[src/rtl/sd_cmd_pkg.sv]
package sd_cmd_pkg;
   // register word indices
   localparam logic [3:0] ADR_CMD  = 4'd0;
   localparam logic [3:0] ADR_ARG  = 4'd1;
   localparam logic [3:0] ADR_TMO  = 4'd2;
   localparam logic [3:0] ADR_RSP0 = 4'd4;
   localparam logic [3:0] ADR_STAT = 4'd8;

   // command word field positions
   localparam int CB_RD     = 6;
   localparam int CB_WR     = 7;
   localparam int CB_LONG   = 9;
   localparam int CB_NORSP  = 10;
   localparam int CB_BUSYW  = 11;
   localparam int CB_FAIL   = 14;
   localparam int CB_NEW    = 15;
   localparam logic [11:0] CMD_KEEP = 12'hEFF;

   // status positions
   localparam int SB_DATA  = 0;
   localparam int SB_FIFO  = 3;
   localparam int SB_CRC7  = 4;
   localparam int SB_CRC16 = 5;
   localparam int SB_CTMO  = 6;
   localparam int SB_DTMO  = 7;
   localparam int SB_SDIO  = 8;
   localparam int SB_BLOCK = 9;
   localparam int SB_BUSY  = 10;
   localparam int STAT_W   = 11;

   typedef enum logic [1:0] {
      PH_IDLE  = 2'd0,
      PH_ISSUE = 2'd1,
      PH_WAIT  = 2'd2,
      PH_BUSY  = 2'd3
   } phase_t;
endpackage

[src/rtl/sd_cmd_seq.sv]
module sd_cmd_seq
   import sd_cmd_pkg::*;
#(
   parameter int TMO_W = 32
) (
   input  logic             clk,
   input  logic             rst_n,
   input  logic             launch,
   input  logic             no_rsp,
   input  logic             busy_wait,
   input  logic [TMO_W-1:0] tmo_lim,
   input  logic             rsp_start,
   input  logic             rsp_done,
   input  logic             crc_err,
   input  logic             card_busy,
   output logic             start,
   output logic             fin,
   output logic             tmo_evt,
   output logic             crc_evt,
   output logic             busy_evt,
   output logic             capture,
   output logic             busy_phase
);
   phase_t           ph_q, ph_d;
   logic [TMO_W-1:0] cnt_q, cnt_d;
   logic             seen_q, seen_d;

   always_comb begin
      ph_d     = ph_q;
      cnt_d    = cnt_q;
      seen_d   = seen_q;
      fin      = 1'b0;
      tmo_evt  = 1'b0;
      crc_evt  = 1'b0;
      busy_evt = 1'b0;
      capture  = 1'b0;
      unique case (ph_q)
         PH_IDLE: begin
            if (launch) ph_d = PH_ISSUE;
         end
         PH_ISSUE: begin
            cnt_d  = '0;
            seen_d = 1'b0;
            if (no_rsp) begin
               fin  = 1'b1;
               ph_d = PH_IDLE;
            end else begin
               ph_d = PH_WAIT;
            end
         end
         PH_WAIT: begin
            if (rsp_done) begin
               capture = 1'b1;
               if (crc_err) begin
                  fin     = 1'b1;
                  crc_evt = 1'b1;
                  ph_d    = PH_IDLE;
               end else if (busy_wait) begin
                  ph_d = PH_BUSY;
               end else begin
                  fin  = 1'b1;
                  ph_d = PH_IDLE;
               end
            end else if (!seen_q && rsp_start) begin
               seen_d = 1'b1;
            end else if (!seen_q && cnt_q == tmo_lim) begin
               fin     = 1'b1;
               tmo_evt = 1'b1;
               ph_d    = PH_IDLE;
            end else if (!seen_q) begin
               cnt_d = cnt_q + 1'b1;
            end
         end
         PH_BUSY: begin
            if (!card_busy) begin
               fin      = 1'b1;
               busy_evt = 1'b1;
               ph_d     = PH_IDLE;
            end
         end
         default: ph_d = PH_IDLE;
      endcase
   end

   always_ff @(posedge clk or negedge rst_n) begin
      if (!rst_n) begin
         ph_q   <= PH_IDLE;
         cnt_q  <= '0;
         seen_q <= 1'b0;
      end else begin
         ph_q   <= ph_d;
         cnt_q  <= cnt_d;
         seen_q <= seen_d;
      end
   end

   assign start      = (ph_q == PH_ISSUE);
   assign busy_phase = (ph_q == PH_BUSY);
endmodule

[src/rtl/sd_cmd_rsp.sv]
module sd_cmd_rsp #(
   parameter int WORDS  = 4,
   parameter int WORD_W = 32
) (
   input  logic                    clk,
   input  logic                    rst_n,
   input  logic                    capture,
   input  logic                    is_long,
   input  logic [WORDS*WORD_W-1:0] rsp_in,
   output logic [WORDS*WORD_W-1:0] rsp_q
);
   genvar gi;
   generate
      for (gi = 0; gi < WORDS; gi++) begin : g_word
         logic load;
         if (gi == 0) begin : g_low
            assign load = capture;
         end else begin : g_high
            assign load = capture & is_long;
         end
         always_ff @(posedge clk or negedge rst_n) begin
            if (!rst_n)    rsp_q[gi*WORD_W +: WORD_W] <= '0;
            else if (load) rsp_q[gi*WORD_W +: WORD_W] <= rsp_in[gi*WORD_W +: WORD_W];
         end
      end
   endgenerate
endmodule

[src/rtl/sd_cmd_status.sv]
module sd_cmd_status
   import sd_cmd_pkg::*;
(
   input  logic              clk,
   input  logic              rst_n,
   input  logic [STAT_W-1:0] set_vec,
   input  logic              clr_wr,
   input  logic [STAT_W-1:0] clr_mask,
   input  logic              data_flag,
   output logic [STAT_W-1:0] stat_q
);
   assign stat_q[SB_DATA] = data_flag;
   assign stat_q[2:1]     = 2'b00;

   genvar gb;
   generate
      for (gb = SB_FIFO; gb < STAT_W; gb++) begin : g_bit
         always_ff @(posedge clk or negedge rst_n) begin
            if (!rst_n)
               stat_q[gb] <= 1'b0;
            else if (set_vec[gb])
               stat_q[gb] <= 1'b1;
            else if (clr_wr && clr_mask[gb])
               stat_q[gb] <= 1'b0;
         end
      end
   endgenerate
endmodule

[src/rtl/sd_cmd_issue.sv]
module sd_cmd_issue
   import sd_cmd_pkg::*;
#(
   parameter int          WORD_W    = 32,
   parameter int          RSP_WORDS = 4,
   parameter int          TMO_W     = 32,
   parameter logic [31:0] TMO_RESET = 32'h00F0_0000
) (
   input  logic                        clk,
   input  logic                        rst_n,
   input  logic                        reg_wr,
   input  logic [3:0]                  reg_addr,
   input  logic [WORD_W-1:0]           reg_wdata,
   output logic [WORD_W-1:0]           reg_rdata,
   output logic                        eng_start,
   output logic [5:0]                  eng_idx,
   output logic [WORD_W-1:0]           eng_arg,
   output logic                        eng_long,
   output logic                        eng_expect_rsp,
   input  logic                        eng_rsp_start,
   input  logic                        eng_rsp_done,
   input  logic                        eng_crc_err,
   input  logic [RSP_WORDS*WORD_W-1:0] eng_rsp,
   input  logic                        card_busy,
   input  logic                        data_flag,
   input  logic [4:0]                  data_evt
);
   localparam int RSP_W = RSP_WORDS * WORD_W;

   generate
      if (WORD_W != 32 || RSP_W != 128) begin : g_bad_shape
         $error("sd_cmd_issue: response bank must be four 32-bit words");
      end
      if (TMO_W < 1 || TMO_W > WORD_W) begin : g_bad_tmo
         $error("sd_cmd_issue: TMO_W out of range");
      end
   endgenerate

   logic [11:0]       cmd_q;
   logic              cmd_new, cmd_fail;
   logic [WORD_W-1:0] arg_q;
   logic [TMO_W-1:0]  tmo_q;
   logic [RSP_W-1:0]  rsp_q;
   logic [STAT_W-1:0] stat_q, set_vec;
   logic              cmd_acc, launch;
   logic              fin, tmo_evt, crc_evt, busy_evt, capture, busy_phase;

   assign cmd_acc = reg_wr && (reg_addr == ADR_CMD) && !cmd_new;
   assign launch  = cmd_acc && reg_wdata[CB_NEW];

   always_ff @(posedge clk or negedge rst_n) begin
      if (!rst_n) begin
         cmd_q    <= '0;
         cmd_new  <= 1'b0;
         cmd_fail <= 1'b0;
         arg_q    <= '0;
         tmo_q    <= TMO_W'(TMO_RESET);
      end else begin
         if (cmd_acc) cmd_q <= reg_wdata[11:0] & CMD_KEEP;
         if (launch)   cmd_new <= 1'b1;
         else if (fin) cmd_new <= 1'b0;
         if (launch)                 cmd_fail <= 1'b0;
         else if (tmo_evt | crc_evt) cmd_fail <= 1'b1;
         if (reg_wr && reg_addr == ADR_ARG) arg_q <= reg_wdata;
         if (reg_wr && reg_addr == ADR_TMO) tmo_q <= reg_wdata[TMO_W-1:0];
      end
   end

   sd_cmd_seq #(.TMO_W(TMO_W)) seq_i (
      .clk        (clk),
      .rst_n      (rst_n),
      .launch     (launch),
      .no_rsp     (cmd_q[CB_NORSP]),
      .busy_wait  (cmd_q[CB_BUSYW]),
      .tmo_lim    (tmo_q),
      .rsp_start  (eng_rsp_start),
      .rsp_done   (eng_rsp_done),
      .crc_err    (eng_crc_err),
      .card_busy  (card_busy),
      .start      (eng_start),
      .fin        (fin),
      .tmo_evt    (tmo_evt),
      .crc_evt    (crc_evt),
      .busy_evt   (busy_evt),
      .capture    (capture),
      .busy_phase (busy_phase)
   );

   sd_cmd_rsp #(.WORDS(RSP_WORDS), .WORD_W(WORD_W)) rsp_i (
      .clk     (clk),
      .rst_n   (rst_n),
      .capture (capture),
      .is_long (cmd_q[CB_LONG]),
      .rsp_in  (eng_rsp),
      .rsp_q   (rsp_q)
   );

   always_comb begin
      set_vec           = '0;
      set_vec[SB_FIFO]  = data_evt[0];
      set_vec[SB_CRC16] = data_evt[1];
      set_vec[SB_DTMO]  = data_evt[2];
      set_vec[SB_SDIO]  = data_evt[3];
      set_vec[SB_BLOCK] = data_evt[4];
      set_vec[SB_CRC7]  = crc_evt;
      set_vec[SB_CTMO]  = tmo_evt;
      set_vec[SB_BUSY]  = busy_evt;
   end

   sd_cmd_status stat_i (
      .clk       (clk),
      .rst_n     (rst_n),
      .set_vec   (set_vec),
      .clr_wr    (reg_wr && reg_addr == ADR_STAT),
      .clr_mask  (reg_wdata[STAT_W-1:0]),
      .data_flag (data_flag),
      .stat_q    (stat_q)
   );

   assign eng_idx        = cmd_q[5:0];
   assign eng_arg        = arg_q;
   assign eng_long       = cmd_q[CB_LONG];
   assign eng_expect_rsp = !cmd_q[CB_NORSP];

   always_comb begin
      reg_rdata = '0;
      if (reg_addr == ADR_CMD)
         reg_rdata = {16'b0, cmd_new, cmd_fail, 2'b00, cmd_q};
      else if (reg_addr == ADR_ARG)
         reg_rdata = arg_q;
      else if (reg_addr == ADR_TMO)
         reg_rdata = WORD_W'(tmo_q);
      else if (reg_addr == ADR_STAT)
         reg_rdata = WORD_W'(stat_q);
      else
         for (int i = 0; i < RSP_WORDS; i++)
            if (32'(reg_addr) == 32'(ADR_RSP0) + i)
               reg_rdata = rsp_q[i*WORD_W +: WORD_W];
   end
endmodule

[config.mk]
export PLATFORM = sky130hd
export DESIGN_NAME = sd_cmd_issue
export DESIGN_NICKNAME = d
export VERILOG_FILES = /design/src/rtl/sd_cmd_pkg.sv /design/src/rtl/sd_cmd_seq.sv /design/src/rtl/sd_cmd_rsp.sv /design/src/rtl/sd_cmd_status.sv /design/src/rtl/sd_cmd_issue.sv
export SDC_FILE = /design/constraint.sdc
export NUM_CORES = 1
export LEC_CHECK = 0
export ABC_AREA = 0
export BUFFER_PORTS_ARGS = -buffer_cell sky130_fd_sc_hd__buf_4
export CORE_MARGIN = 1.5
export CORE_UTILIZATION = 45
export DETAILED_ROUTE_END_ITERATION = 10
export PLACE_DENSITY = 0.7
export SKIP_CTS_REPAIR_TIMING = 1
export SYNTH_ARGS = -nofsm -noshare
export SYNTH_HDL_FRONTEND = slang
export SYNTH_SLANG_ARGS = --single-unit
[constraint.sdc]
create_clock -name clk -period 2.35 [get_ports clk]
set_input_delay 0.1175 -clock clk [delete_from_list [all_inputs] [get_ports clk]]
set_output_delay 0.1175 -clock clk [all_outputs]
set_load 0.005 [all_outputs]
# After elaboration in Yosys (flattened, before gate mapping)
# Cells that the tools add are included.
[word_totals]
output_inout_bits = 73
register_bits = 248
inputBits = 177
[op_classes]
add_sub_neg = 1
n_eq_ne = 20
n_bitwise = 2
n_reduce_logical = 35
muxes = 61
[ops]
columns = ["op", "n"]
rows = [
  ["$mux W32", 12],
  ["$pmux W32 S2", 1],
  ["$mux W1", 37],
  ["$add A32 B1 Y32 const B", 1],
  ["$eq A32 B32 Y1", 1],
  ["$reduce_bool A2 Y1", 11],
  ["$eq A4 B3 Y1 const B", 4],
  ["$logic_and A1 B1 Y1", 16],
  ["$mux W2", 8],
  ["$ne A2 B2 Y1 const B", 6],
  ["$pmux W2 S4", 1],
  ["$reduce_and A5 Y1", 1],
  ["$eq A2 B2 Y1 const B", 2],
  ["$eq A4 B1 Y1 const B", 1],
  ["$eq A4 B2 Y1 const B", 1],
  ["$eq A4 B4 Y1 const B", 1],
  ["$logic_not A4 Y1", 1],
  ["$reduce_and A4 Y1", 1],
  ["$logic_not A1 Y1", 3],
  ["$ne A3 B2 Y1 const B", 1],
  ["$ne A3 B3 Y1 const B", 1],
  ["$pmux W1 S3", 1],
  ["$reduce_and A3 Y1", 1],
  ["$eq A2 B1 Y1 const B", 1],
  ["other kinds (5)", 5],
]

# Logic depth before layout (Yosys ltp)
[logic_depth]
word_depth = 9
mapped_depth = 9
ltp_nobuf = 8

# Modules after synthesis
# A second synthesis with hierarchy kept.
[unflattened]
cells_unflattened = 1037
hier_area_um2 = 12659.6
[by_module_without_submodules]
columns = ["module", "seq_area_each_um2", "cells_per_inst", "area_per_inst_um2", "instances"]
rows = [
  ["sd_cmd_issue", 1931.9, 463, 5011.1, 1],
  ["sd_cmd_rsp", 3203.1, 271, 4904.7, 1],
  ["sd_cmd_seq", 875.8, 274, 2419.8, 1],
  ["sd_cmd_status", 200.2, 29, 324.1, 1],
]

# Worst setup path after synthesis
# No wires, ideal clock.
[synth_path]
path_kind = "register to register"
start = "reg seq_i.ph_q[0]"
end = "reg seq_i.cnt_q[22]"
n_path_buf = 0
arrival_ps = 2228
setup_ps = 78
setup_slack_ps = 44
t_required_ps = 2272
stages_incl_launch_ff = 8
period_less_slack_ps = 2306
cell_sequence = "dfrtp_1 -> inv_1 -> ha_1 -> nand2b_1 -> or3_1 -> or4_1 -> or3_1 -> a21oi_1"
[synth_via]
elab_chain_cells = 3
[synth_rtl]
columns = ["item", "line_no", "source"]
rows = [
  ["start: declaration", "sd_cmd_seq.sv:24", "phase_t ph_q, ph_d;"],
  ["start signal: assignment", "sd_cmd_seq.sv:91", "ph_q <= ph_d;"],
  ["$eq A2 B2 Y1 or $eq A2 B1 Y1 (tied branches)", "sd_cmd_seq.sv:37", "unique case (ph_q)"],
  ["$ne A2 B2 Y1 (no source line) or $reduce_bool A2 Y1 (tied branches)", "-", ""],
  ["$reduce_and A5 Y1 (no source line)", "-", ""],
  ["end signal: assignment", "sd_cmd_seq.sv:92", "cnt_q <= cnt_d;"],
  ["end: declaration", "sd_cmd_seq.sv:25", "logic [TMO_W-1:0] cnt_q, cnt_d;"],
]
# Parallel ways exist; a longest one is shown, timed or not.
# A chain may end at the register's enable or synchronous reset.

# Worst setup path after layout
[layout_path]
start = "reg tmo_q[31]"
end = "reg seq_i.ph_q[0]"
[layout_via]
elab_chain_cells = 4
[layout_rtl]
columns = ["item", "line_no", "source"]
rows = [
  ["start: declaration", "sd_cmd_issue.sv:42", "logic [TMO_W-1:0] tmo_q;"],
  ["start signal: assignment", "sd_cmd_issue.sv:57", "tmo_q <= TMO_W'(TMO_RESET);"],
  ["start signal: assignment", "sd_cmd_issue.sv:65", "if (reg_wr && reg_addr == ADR_TMO) tmo_q <= reg_wdata[TMO_W-1:0];"],
  ["$eq A32 B32 Y1", "sd_cmd_seq.sv:66", "end else if (!seen_q && cnt_q == tmo_lim) begin"],
  ["$logic_and A1 B1 Y1", "sd_cmd_seq.sv:66", ""],
  ["$ne A3 B2 Y1 (no source line)", "-", ""],
  ["$reduce_and A4 Y1 (no source line)", "-", ""],
]
# Every way passes these cells.

==> impl_metrics.yaml <==
status:
  outcome: "finished with violations"
  violations: "hold timing, setup timing"
clock_network:
  clkLatencyLatePin_ns: 0.55
  cts_buffers: 28
  clock_path_buffers: 3
  cts-root-buf: "clkbuf_16"
  htreeDepth: 1
  path_clk_slew_ns: 0.06
  cts_tree: "built"
  cts.sinks: 248
synthesis:
  ys_warn_count: 0
  synth_edf_count: 0
  synth_area_um2: 11790
  synth_cells: 980
  synthArstFlopShare_pct: 100.0
  synthMostInstantiatedCell: "dfrtp_1"
  synth_top_area_cell: "dfrtp_1"
  ys_seq_area_share_pct: 52.70
  ys_top_cells_by_area: "dfrtp_1 52%, mux2_2 20%, nand2_1 2.5%"
  syn_nets: 1163
  ys.flop_type: "dfrtp_1"
  synth.distinct_cells: 56
  synth_top_cell_area_share_pct: 51.80
  synthTopCellsByCount: "244 x dfrtp_1, 205 x mux2_2, 80 x nand2_1, 36 x clkbuf_1, 31 x a21oi_1"
  ys_ff_latch: 248
  syn_avg_cell_area_um2: 12.03
flow_run:
  cap_violations: 0
floorplanning:
  start_util_pct: 45.49
  dieArea_um2: 27170
  coreArea_um2: 25910
  die_w_um: 164.8
  die_y_um: 164.8
  row_count: 59
  boundaryPins: 250
pwr:
  swShare_pct: 25.11
  combPwrFrac_pct: 14.1
  p_leak_nw: 8.399
  p_per_area_nw_per_um2: 618.8
  power_frac_seq_pct: 45.2
  ir_worst_vdd_mv: 0.4442
  pwr-share-clk_pct: 40.7
  p_switching_mw: 2.685
  intPower_mw: 8.006
placed_design:
  postPlaceCellArea_um2: 14510
  port_buffers: 249
  place_congestion: 0.8991
  placed_cells: 1571
  dp_hpwl_um: 26460
worst_hold_path:
  min_path_cells: 4
  hold_class: "input port to flop"
  min-delay-start: "eng_rsp_done"
  hold_path_end: "seq_i.seen_q"
final_layout:
  utilization_pct: 66.68
  insertedDiodeCount: 0
  multi_input_area_um2: 5383
  area_growth_pct: 46.58
  fillCellCount: 1836
  regArea_um2: 6212
  drive_above_1_share_pct: 41.50
  final_area_um2: 17280
  fin_nets: 1627
  fin_cells: 1800
sta:
  finClkSkew_ns: 0.02182
  period_needed_ns: 2.404
  setup_viol: 2
  setup_ws_ns: -0.05361
  slew_headroom_pct: 34.12
  maxSlewViolCount: 0
  finalHoldViolations: 1
  holdWs_ns: -0.01862
  setup_tns_ns: -0.1027
  rsz0062_at_grt: "true"
  timing.final.crit_share_pct: 102.3
  fmax_mhz: 416.0
  worstMarginPinSlew_ns: 0.9872
setup_path:
  cp_max_fo: 5
  reg2reg_depth: 6
  r2r-end: "seq_i.ph_q[0]"
  critPathArrivalTime_ns: 2.88
  cp-start-kind: "flop"
  cp-end-kind: "flop"
  r2r-start: "tmo_q[31]"
  required_ns: 2.83
  critPathKind: "flop to flop"
  ff2ff_setup_slack_ns: -0.05
global_routing:
  antenna_found_initial: 1
  grt-ovfl-total: 0
  grt_first_pass_wirelength_um: 54560
  grt_start_max_net_pins: 79
  first_global_vias: 9389
  grt_usage_pct: 26.32
drt:
  vias_per_cell: 5.705
  vias: 10270
  routedWlPerCell_um: 22.08
  drt_iter0_drc: 813
  dr.pass1.iters: 6
  ant_nets: 0
  drc: 0
  drt_wl_total_um: 39750
[flip-flops by register name, summed over array words and instances (netlist names)]
name / count
cmd_fail: 1
tmo_q: 32
stat_i.stat_q: 8
eng_arg: 32
cmd_q: 11
seq_i.cnt_q: 32
seq_i.seen_q: 1
cmd_new: 1
rsp_i.rsp_q: 128
seq_i.ph_q: 2
[critical path, cell delays in order (launching register included)]
cell	delay, ns
dfrtp_1	0.42
xnor2_2	0.19
nand2_1	0.08
or4_4	0.48
or4_4	0.54
or4_4	0.56
nand3_2	0.07
[layer usage]
layer	share of wire (%)	routed length, um	track usage, %
met1	41	16380	36.43
met2	50	19870	41.42
met3	5.4	2143	5.550
met4	3.4	1341	8.149
met5	0.033	13	0
[layout by cell type, fill, tap and decap left out, types with 10 or more instances in the layout]
| cell | count |
|---|---|
| clkbuf_16 | 28 |
| a22oi_1 | 21 |
| a221oi_1 | 25 |
| a21o_1 | 12 |
| buf_4 | 312 |
| buf_12 | 10 |
| mux2_2 | 205 |
| dlygate4sd3_1 | 174 |
| or3_1 | 14 |
| nand2_1 | 80 |
| xor2_1 | 22 |
| nand4_1 | 10 |
| a21oi_1 | 31 |
| or4_1 | 18 |
| a222oi_1 | 12 |
| a22o_1 | 26 |
| nand3_1 | 20 |
| nor2_1 | 16 |
| o31ai_1 | 14 |
| dfrtp_1 | 243 |
| o21ai_0 | 24 |
[cell families after synthesis]
| group | synth area share (%) |
|---|---|
| compound gates | 11.72 |
| xor+xnor | 2.229 |
| fa+ha+maj | 0.6369 |
| buf+inv | 2.633 |
| flops | 52.70 |
| mux | 20.10 |
| simple gates | 9.989 |
[stage by stage]
step | setup WS (ns) | total power, mW
final | -0.05361 | 10.69
after global routing | -0.1089 | 11.03
after CTS | -0.06383 | 10.42
after detailed placement | -0.04733 | 6.120
after global placement | -0.002778 | 6.093
after floorplan | 0.04351 | 5.240
[power groups by stage]
| stage | Sequential (mW) | Clock, mW | Combinational, mW |
|---|---|---|---|
| floorplan | 4.81 | 0 | 0.434 |
| global placement | 4.87 | 0 | 1.22 |
| detailed placement | 4.88 | 0 | 1.24 |
| CTS | 4.81 | 4.36 | 1.24 |
| global route | 4.85 | 4.58 | 1.60 |
| finish | 4.83 | 4.35 | 1.51 |
[how the worst max path moves through the flow]
stage,startpoint,end,depth (start not counted)
2_1_floorplan,seq_i.ph_q[0],seq_i.cnt_q[22],7
3_3_place_gp,seq_i.cnt_q[26],seq_i.ph_q[1],6
3_5_place_dp,tmo_q[9],seq_i.ph_q[0],6
4_1_cts,tmo_q[9],seq_i.ph_q[0],6
5_1_grt,seq_i.cnt_q[9],seq_i.ph_q[1],6
6_report,tmo_q[31],seq_i.ph_q[0],6
[final cells by class]
| cell class | count | share of cell area [%] |
|---|---|---|
| clock buffer | 45 | 4.888 |
| clock inverter | 6 | 0.3838 |
| inverter | 11 | 0.2390 |
| multi-input combinational | 657 | 31.16 |
| sequential | 248 | 35.96 |
| tap | 335 | 2.426 |
| timing repair buffer | 498 | 24.95 |
Power figures use the tool's default switching activity.
